File: config.mk
export PLATFORM = sky130hd
export DESIGN_NAME = mdu_hilo_unit
export DESIGN_NICKNAME = d
export VERILOG_FILES = /design/src/rtl/mdu_pkg.sv /design/src/rtl/mdu_decoder.sv /design/src/rtl/mdu_product.sv /design/src/rtl/mdu_divider.sv /design/src/rtl/mdu_hilo_unit.sv
export SDC_FILE = /design/constraint.sdc
export NUM_CORES = 2
export LEC_CHECK = 0
export BUFFER_PORTS_ARGS = -buffer_cell sky130_fd_sc_hd__clkbuf_2
export CORE_MARGIN = 2
export CORE_UTILIZATION = 50
export CTS_CLUSTER_SIZE = 20
export DETAILED_ROUTE_END_ITERATION = 12
export PLACE_DENSITY = 0.68
export SYNTH_ARGS = -nofsm -noshare
export SYNTH_HDL_FRONTEND = slang
export SYNTH_SLANG_ARGS = --single-unit
File: constraint.sdc
create_clock -name clk -period 15.39 [get_ports clk]
set_input_delay 0.7695 -clock clk [delete_from_list [all_inputs] [get_ports clk]]
set_output_delay 0.7695 -clock clk [all_outputs]
set_load 0.05 [all_outputs]
File: src/rtl/mdu_pkg.sv
package mdu_pkg;

    // Operation classes carried from decode into the datapath
    typedef enum logic [3:0] {
        K_NONE,
        K_MFHI,
        K_MTHI,
        K_MFLO,
        K_MTLO,
        K_MUL,
        K_DIV,
        K_MAC,
        K_MSB,
        K_MUL32
    } mdu_kind_e;

    typedef struct packed {
        mdu_kind_e kind;
        logic      sgn;
    } mdu_op_t;

    // Primary group codes
    localparam logic [5:0] FN_FROM_HI = 6'h10;
    localparam logic [5:0] FN_TO_HI   = 6'h11;
    localparam logic [5:0] FN_FROM_LO = 6'h12;
    localparam logic [5:0] FN_TO_LO   = 6'h13;
    localparam logic [5:0] FN_MUL_S   = 6'h18;
    localparam logic [5:0] FN_MUL_U   = 6'h19;
    localparam logic [5:0] FN_DIV_S   = 6'h1A;
    localparam logic [5:0] FN_DIV_U   = 6'h1B;
    // Secondary group codes
    localparam logic [5:0] FN_MAC_S   = 6'h00;
    localparam logic [5:0] FN_MAC_U   = 6'h01;
    localparam logic [5:0] FN_MUL_LOW = 6'h02;
    localparam logic [5:0] FN_MSB_S   = 6'h04;
    localparam logic [5:0] FN_MSB_U   = 6'h05;

    function automatic mdu_op_t mdu_decode(input logic grp, input logic [5:0] fn);
        mdu_op_t o;
        o.kind = K_NONE;
        o.sgn  = 1'b0;
        if (!grp) begin
            unique case (fn)
                FN_FROM_HI: o.kind = K_MFHI;
                FN_TO_HI:   o.kind = K_MTHI;
                FN_FROM_LO: o.kind = K_MFLO;
                FN_TO_LO:   o.kind = K_MTLO;
                FN_MUL_S:   begin o.kind = K_MUL; o.sgn = 1'b1; end
                FN_MUL_U:   o.kind = K_MUL;
                FN_DIV_S:   begin o.kind = K_DIV; o.sgn = 1'b1; end
                FN_DIV_U:   o.kind = K_DIV;
                default:    o.kind = K_NONE;
            endcase
        end else begin
            unique case (fn)
                FN_MAC_S:   begin o.kind = K_MAC; o.sgn = 1'b1; end
                FN_MAC_U:   o.kind = K_MAC;
                FN_MUL_LOW: begin o.kind = K_MUL32; o.sgn = 1'b1; end
                FN_MSB_S:   begin o.kind = K_MSB; o.sgn = 1'b1; end
                FN_MSB_U:   o.kind = K_MSB;
                default:    o.kind = K_NONE;
            endcase
        end
        return o;
    endfunction

endpackage

File: src/rtl/mdu_decoder.sv
module mdu_decoder
    import mdu_pkg::*;
(
    input  logic       grp,
    input  logic [5:0] func,
    output mdu_op_t    op
);
    assign op = mdu_decode(grp, func);
endmodule

File: src/rtl/mdu_product.sv
// Full-width product with optional accumulate or subtract on {HI, LO}
module mdu_product
    import mdu_pkg::*;
#(
    parameter int W = 32
) (
    input  logic [W-1:0]   a,
    input  logic [W-1:0]   b,
    input  logic           sgn,
    input  mdu_kind_e      kind,
    input  logic [2*W-1:0] acc,
    output logic [2*W-1:0] full
);
    localparam int PW = 2 * W;

    logic [PW-1:0] ax, bx, prod;

    // Extending both operands to 2W bits makes the low 2W bits of the
    // product correct for either signedness.
    always_comb begin
        ax   = sgn ? {{W{a[W-1]}}, a} : {{W{1'b0}}, a};
        bx   = sgn ? {{W{b[W-1]}}, b} : {{W{1'b0}}, b};
        prod = ax * bx;
        unique case (kind)
            K_MAC:   full = acc + prod;
            K_MSB:   full = acc - prod;
            default: full = prod;
        endcase
    end
endmodule

File: src/rtl/mdu_divider.sv
// Restoring divider, one quotient bit per cycle, sign fix-up on the last step
module mdu_divider #(
    parameter int W = 32
) (
    input  logic         clk,
    input  logic         rst,
    input  logic         go,
    input  logic         sgn,
    input  logic [W-1:0] dvd,
    input  logic [W-1:0] dvs,
    output logic         busy,
    output logic         done,
    output logic [W-1:0] quo,
    output logic [W-1:0] rem
);
    localparam int CW = $clog2(W + 1);

    logic [CW-1:0] cnt_q;
    logic [W-1:0]  rem_q, quo_q, dvs_q;
    logic          neg_q_q, neg_r_q;

    logic [W:0]    shifted, diff;
    logic          fits;
    logic [W-1:0]  rem_n, quo_n;
    logic [W-1:0]  dvd_mag, dvs_mag;

    always_comb begin
        dvd_mag = (sgn && dvd[W-1]) ? -dvd : dvd;
        dvs_mag = (sgn && dvs[W-1]) ? -dvs : dvs;
        shifted = {rem_q, quo_q[W-1]};
        diff    = shifted - {1'b0, dvs_q};
        fits    = ~diff[W];
        rem_n   = fits ? diff[W-1:0] : shifted[W-1:0];
        quo_n   = {quo_q[W-2:0], fits};
    end

    assign busy = (cnt_q != '0);
    assign done = (cnt_q == CW'(1));
    assign quo  = neg_q_q ? -quo_n : quo_n;
    assign rem  = neg_r_q ? -rem_n : rem_n;

    always_ff @(posedge clk) begin
        if (rst) begin
            cnt_q   <= '0;
            rem_q   <= '0;
            quo_q   <= '0;
            dvs_q   <= '0;
            neg_q_q <= 1'b0;
            neg_r_q <= 1'b0;
        end else if (go && !busy) begin
            cnt_q   <= CW'(W);
            rem_q   <= '0;
            quo_q   <= dvd_mag;
            dvs_q   <= dvs_mag;
            neg_q_q <= sgn & (dvd[W-1] ^ dvs[W-1]);
            neg_r_q <= sgn & dvd[W-1];
        end else if (busy) begin
            cnt_q <= cnt_q - CW'(1);
            rem_q <= rem_n;
            quo_q <= quo_n;
        end
    end
endmodule

File: src/rtl/mdu_hilo_unit.sv
module mdu_hilo_unit
    import mdu_pkg::*;
#(
    parameter int W = 32
) (
    input  logic         clk,
    input  logic         rst,
    input  logic         start,
    input  logic         grp,
    input  logic [5:0]   func,
    input  logic [W-1:0] rs_val,
    input  logic [W-1:0] rt_val,
    output logic         busy,
    output logic         res_valid,
    output logic [W-1:0] res
);
    localparam int PW = 2 * W;

    logic [W-1:0]  hi_q, lo_q;
    mdu_op_t       op;
    logic          accept, div_go, div_done;
    logic [W-1:0]  div_quo, div_rem;
    logic [PW-1:0] prod;

    mdu_decoder u_dec (
        .grp  (grp),
        .func (func),
        .op   (op)
    );

    mdu_product #(.W(W)) u_prod (
        .a    (rs_val),
        .b    (rt_val),
        .sgn  (op.sgn),
        .kind (op.kind),
        .acc  ({hi_q, lo_q}),
        .full (prod)
    );

    mdu_divider #(.W(W)) u_div (
        .clk  (clk),
        .rst  (rst),
        .go   (div_go),
        .sgn  (op.sgn),
        .dvd  (rs_val),
        .dvs  (rt_val),
        .busy (busy),
        .done (div_done),
        .quo  (div_quo),
        .rem  (div_rem)
    );

    assign accept = start & ~busy;
    assign div_go = accept & (op.kind == K_DIV);

    always_ff @(posedge clk) begin
        if (rst) begin
            hi_q      <= '0;
            lo_q      <= '0;
            res       <= '0;
            res_valid <= 1'b0;
        end else begin
            res_valid <= 1'b0;
            if (div_done) begin
                hi_q <= div_rem;
                lo_q <= div_quo;
            end else if (accept) begin
                unique case (op.kind)
                    K_MFHI: begin res <= hi_q; res_valid <= 1'b1; end
                    K_MFLO: begin res <= lo_q; res_valid <= 1'b1; end
                    K_MTHI: hi_q <= rs_val;
                    K_MTLO: lo_q <= rs_val;
                    K_MUL, K_MAC, K_MSB: {hi_q, lo_q} <= prod;
                    K_MUL32: begin res <= prod[W-1:0]; res_valid <= 1'b1; end
                    default: ;
                endcase
            end
        end
    end
endmodule

Word-level counts from Yosys, hierarchy flattened
Index checks and enable logic that the tools add are counted.
Storage, ports and cells
  word-level logic and storage cells: 100
  register bits: 201
  input bits: 74
  output and inout bits: 34
Operators by class
  bitwise gates (word level): 9
  reduce and logical (&&, ||, !) cells: 24
  add/subtract/negate cells: 8
  $mul: 1
  mux-type cells: 25
  equal/unequal tests: 22
Operators with widths (number)
  32-bit 2-to-1 mux: 11
  64-bit 2-to-1 mux: 2
  32-bit negator: 4
  32-bit one-hot mux with 2 select lines: 2
  64-bit one-hot mux with 2 select lines: 1
  32-bit one-hot mux with 3 select lines: 1
  64-bit adder: 1
  64-bit by 64-bit multiplier with 64-bit output: 1
  64-bit subtractor: 1
  6-bit by 5-bit == test with 1-bit output, second input constant: 8
  33-bit by 32-bit subtractor with 33-bit output: 1
  3-bit one-hot mux with 6 select lines: 1
  4-bit by 3-bit == test with 1-bit output, second input constant: 4
  6-bit by 1-bit == test with 1-bit output, second input constant: 2
  6-bit by 3-bit == test with 1-bit output, second input constant: 2
  6-bit 2-to-1 mux: 2
  4-bit one-hot mux with 3 select lines: 1
  2-bit OR reduction: 6
  3-bit OR reduction: 4
  3-bit nonzero test: 3
  4-bit by 2-bit == test with 1-bit output, second input constant: 2
  4-bit == test, second input constant: 2
  6-bit by 2-bit == test with 1-bit output, second input constant: 1
  6-bit zero test: 1
  13 further kinds: 25

Depth between registers and ports, before layout
  depth in word-level cells: 11
  gate-level depth with buffers: 56
  depth with buffers taken out: 51

By module
Synthesis repeated with hierarchy kept, for this count alone.
Second synthesis, totals
  cell total of the unflattened synthesis: 7713
  area total of the unflattened synthesis: 67573.6 sq um
Modules (own cells, without submodules)
  mdu_product: area an instance 53676.5 sq um, times used 1, seq. area each 0.0 sq um, cells each 5973
  mdu_divider: area an instance 9337.7 sq um, times used 1, seq. area each 2082.0 sq um, cells each 1287
  mdu_hilo_unit: area an instance 4420.5 sq um, times used 1, seq. area each 1941.9 sq um, cells each 433
  mdu_decoder: area an instance 138.9 sq um, times used 1, seq. area each 0.0 sq um, cells each 20

Worst setup path after synthesis
No wires, ideal clock.
  kind: input-to-reg
  start point: input port func[4]
  end point: register hi_q[27]
  library setup time: 74 ps
  data arrival time: 13695 ps
  slack: 1621 ps
  stages on the path: 52
  required time: 15316 ps
  buffers on the path: 5
  cell sequence: nor2b_1 -> nor2b_1 -> a22oi_1 -> nor3_1 -> clkbuf_1 -> and2_1 -> clkbuf_1 -> clkbuf_1 -> buf_1 -> nand2_1 -> fa_1 -> inv_1 -> fa_1 -> inv_1 -> fa_1 -> inv_1 -> fa_1 -> inv_1 -> (+16 left out) -> a311oi_1 -> nor4_1 -> or3b_1 -> nor4_2 -> and3_1 -> a21oi_1 -> xnor2_1 -> ha_1 -> nand3_1 -> nor4_1 -> or4b_2 -> a21oi_1 -> nor2_1 -> o21ai_0 -> a21oi_1 -> xnor2_1 -> nand4_1 -> a31oi_1
Between the ends
  longest elaborated chain between the ends: 11
  elaborated cells between the ends (all ways): 40
  classes of those cells: add/sub: 2; mul: 1; eq/ne: 16; mux: 11; reduce/logical: 10
Ends and longest elaborated chain
  start: declaration: line mdu_hilo_unit.sv:10  | input logic [5:0] func,
  6-bit by 2-bit == test with 1-bit output, or another cell as far along: line mdu_pkg.sv:55  | unique case (fn)
  3-bit OR reduction (no line) / 2-bit OR reduction (equally long branches)
  1-bit 2-to-1 mux, on equally long branches: line mdu_pkg.sv:55, mdu_pkg.sv:43
  5-bit 2-to-1 mux *: line mdu_pkg.sv:42  | if (!grp) begin
  64-bit 2-to-1 mux, on equally long branches: line mdu_product.sv:21, mdu_product.sv:22
  64-bit by 64-bit multiplier with 64-bit output: line mdu_product.sv:23  | prod = ax * bx;
  64-bit subtractor / 64-bit adder (equally long branches): line mdu_product.sv:26, mdu_product.sv:25
  64-bit one-hot mux with 2 select lines: line mdu_product.sv:24  | unique case (kind)
  32-bit one-hot mux with 2 select lines: line mdu_hilo_unit.sv:68  | unique case (op.kind)
  32-bit 2-to-1 mux: line mdu_hilo_unit.sv:67  | end else if (accept) begin
  32-bit 2-to-1 mux: line mdu_hilo_unit.sv:64  | if (div_done) begin
  end signal: assignment: line mdu_hilo_unit.sv:65  | hi_q <= div_rem;
  end signal: assignment: line mdu_hilo_unit.sv:71  | K_MTHI: hi_q <= rs_val;
  end signal: assignment: line mdu_hilo_unit.sv:73  | K_MUL, K_MAC, K_MSB: {hi_q, lo_q} <= prod;
  end: declaration: line mdu_hilo_unit.sv:19  | logic [W-1:0] hi_q, lo_q;
Mark *: on every way between the ends. The rest lies on a longest branch, timed or not. The select of a mux whose other input is x is not followed.
A chain may end at the register's enable or synchronous reset.

Final worst setup path
  start point: input port func[4]
  end point: register hi_q[25]
The elaborated chain is that of the path after synthesis.

==> flow_summary_export.csv <==
group,metric,value,unit
status,status,"finished with violations",
status,violations,"capacitance limit, slew limit",
setup_path,crit_slowest_cell,"fa_1",
run,drv_cap,1,
routing,wirelength,233,mm
clock_network,clk_latency,0.59,ns
grt,grt_pass1_vias,58600,
finish,final_core_util,0.530,
synth,synth_nets,9858,
synth,avgSynthCellArea,8.45,um2
setup_path,worstSetupPathType,"primary input to register",
sta,hold_viol,0,
grt,grt_pass1_wl,358,mm
setup_path,worst_path_most_repeated_cell,"fa_1",
finish,area_growth,5.16,%
sta,finClkSkew,0.0245,ns
clock_network,postCtsSetupRepairBufs,0,
grt,use_met3,0.0458,
setup_path,worst_setup_path_end_kind,"register",
floorplan,fp.coreArea,133000,um2
sta,grt_setup_unrepaired,"false",
clock_network,cts.sinks,201,
floorplan,start_util,0.504,
synth,ys_warn_count,0,
floorplan,die_y,371,um
synth,synth_compound_area_frac,0.115,
routing,antenna_left,0,
synth,syn_inst,7953,
synth,yosysUniqueCellTypes,91,
clock_network,cts_tree,"built",
synth,synth_largest_area_cell,"fa_1",
grt,grt_util_all_layers,0.346,
clock_network,cts_buffers,26,
grt,grt.met1_usage,0.447,
place,portBuffers,107,
floorplan,num_rows,134,
place,place_congestion,1.02,
routing,drtIter0Drc,4560,
place,dp_cells,9551,
min_path,hold_path_class,"register to register",
sta,finalSetupViolCount,0,
synth,ys_top_cells_by_area,"fa_1, inv_1, ha_1",
sta,finalWorstSetupSlack,0.898,ns
sta,worstMarginPinSlew,1.50,ns
clock_network,holdBufCountCts,0,
floorplan,die_w,371,um
synth,yosys.area_share.simple,0.157,
sta,max_freq,69.0,MHz
synth,synth_mux_area_frac,0.00404,
setup_path,cpPeakStageDelay,0.74,ns
grt,antenna_found_initial,18,
synth,synth_ff_type,"dfxtp_1",
sta,period_share,0.942,
clock_network,root_buffer,"clkbuf_16",
clock_network,cts_buffer_depth,3,
clock_network,cts_max_level,1,
routing,vias,55900,
finish,final_cells,9607,
grt,use_met2,0.578,
grt,grt.busiest_layer,"met2",
synth,synth_area,67200,um2
routing,drc,0,
synth,synth_fa_ha_area_frac,0.500,
sta,drv_slew,4,
routing,vias_per_cell,5.82,
setup_path,worstPathRequired,15.86,ns
grt,grt_max_degree,111,
floorplan,io_pins,108,
synth,ys_ff_latch,201,
setup_path,critPathLaunchType,"primary input",
synth,synth_top_family_by_area,"adder cells",
finish,num-fill-cells,12600,
sta,min_period,14.49,ns
sta,slew_headroom,-0.00381,
finish,layout.nets,9716,
synth,synth-seq-area-share,0.0598,
synth,synth_xor_area_frac,0.0468,
routing,routedWlPerCell,24.2,um
sta,tns,0,ns
place,pre_cts_slack,0.490,ns
setup_path,cp.arrival,14.97,ns
finish,drive_gt1_frac,0.0501,
clock_network,clk_pin_slew,0.06,ns
synth,async_flop_share,0,
routing,firstDrtPassIters,8,
synth,synth_edf_count,0,
grt,grt_remaining_overflow,0,
clock_network,postCtsResizedCells,0,
synth,synthDominantCellAreaShare,0.425,
floorplan,die-area,137000,um2
setup_path,worst-path-max-fanout,14,
place,dp_hpwl,192,mm
Yosys cell counts (18+ instances only):
cell / number
a211oi_1: 161
a21o_1: 77
a21oi_1: 280
a221oi_1: 20
a22oi_1: 42
a311oi_1: 62
a31oi_1: 41
and2_1: 351
and3_1: 50
buf_1: 57
clkbuf_1: 393
dfxtp_1: 201
fa_1: 1426
ha_1: 405
inv_1: 1638
mux2i_1: 26
nand2_1: 1075
nand2b_1: 41
nand3_1: 48
nand4_1: 43
nor2_1: 398
nor2b_1: 23
nor3_1: 102
nor4_1: 38
o211ai_1: 35
o21a_1: 41
o21ai_0: 200
o21bai_1: 18
o31ai_1: 40
or3_1: 23
or4_1: 22
xnor2_1: 197
xor2_1: 158
layer usage:
metal	vias up	wire, um
met5	-	48
met4	10	12600
met3	527	18100
met2	2410	110000
met1	28500	92100
li1	24500	-
kinds of logic (layout without fill, tap and decap cells):
group,Yosys count,in the layout
mux,27,27
compound gates,1163,1163
fa+ha+maj,1834,1834
flops,201,201
xor+xnor,357,357
simple gates,2277,2277
buf+inv,2094,1971
other cells,0,9
cell usage in the layout, fill, tap and decap left out, types with 12 or more instances in the layout:
master / count
o21bai_1: 18
and3_1: 49
o31a_1: 15
a22oi_1: 42
a31oi_1: 41
inv_1: 1637
o22ai_1: 15
and2_1: 349
xor2_1: 158
nor2_1: 396
clkbuf_16: 26
nand2b_1: 40
nand2_1: 1075
nand4_1: 43
nor2b_1: 23
o211ai_1: 35
nor3_1: 99
o31ai_1: 40
or3_1: 23
a211oi_1: 161
a311oi_1: 62
fa_1: 1426
buf_4: 174
a21o_1: 77
a21oi_1: 280
clkbuf_2: 101
ha_1: 405
xnor2_1: 196
mux2i_1: 26
nand3_1: 47
o21a_1: 41
o21ai_0: 200
dfxtp_1: 201
nor3b_1: 12
or2_2: 15
or4_1: 21
a221oi_1: 20
nor4_1: 32
final timing paths:
kind	startpoint	to	slack, ns	cells after the start
min reg2reg	u_div.dvs_q[0]	u_div.dvs_q[0]	0.48	2
max	func[4]	hi_q[25]	0.90	47
max reg2reg	u_div.quo_q[31]	hi_q[31]	9.11	20
min	u_div.dvs_q[0]	u_div.dvs_q[0]	0.48	2
flip-flops by register name, summed over array words and instances, names as in the netlist:
signal / flops
lo_q: 32
u_div.cnt_q: 6
u_div.rem_q: 32
u_div.dvs_q: 32
res_valid: 1
u_div.neg_q_q: 1
res: 32
hi_q: 32
u_div.quo_q: 32
u_div.neg_r_q: 1
stage by stage:
stage	hold WS, ns	instance area, um2
floorplan	0.436	67200
global placement	0.444	69800
detailed placement	0.464	69800
CTS	0.473	70700
global route	0.481	70700
finish	0.477	70700
area by class of cell:
class / instances / area, um2 / share of cell area
Clock inverter: 13 / 185 / 0.00262
Antenna cell: 9 / 22.5 / 0.000319
Multi-Input combinational cell: 5658 / 55400 / 0.784
Timing Repair Buffer: 284 / 1920 / 0.0271
Clock buffer: 34 / 741 / 0.0105
Sequential cell: 201 / 4020 / 0.0569
Tap cell: 1768 / 2210 / 0.0313
Inverter: 1640 / 6160 / 0.0871
critical path: cells and delay by family:
kind	cells	cell delay, ns
AOI/OAI and AO/OA	7	1.71
xor gates and xnor gates	3	0.65
adders and majority gates	12	6.26
buffers and inverters	11	1.61
and+or+nand+nor	14	3.96
Power is left out: the tool's default activity adds up to more than one toggle a clock period on the data nets, which glitch-free logic cannot reach.
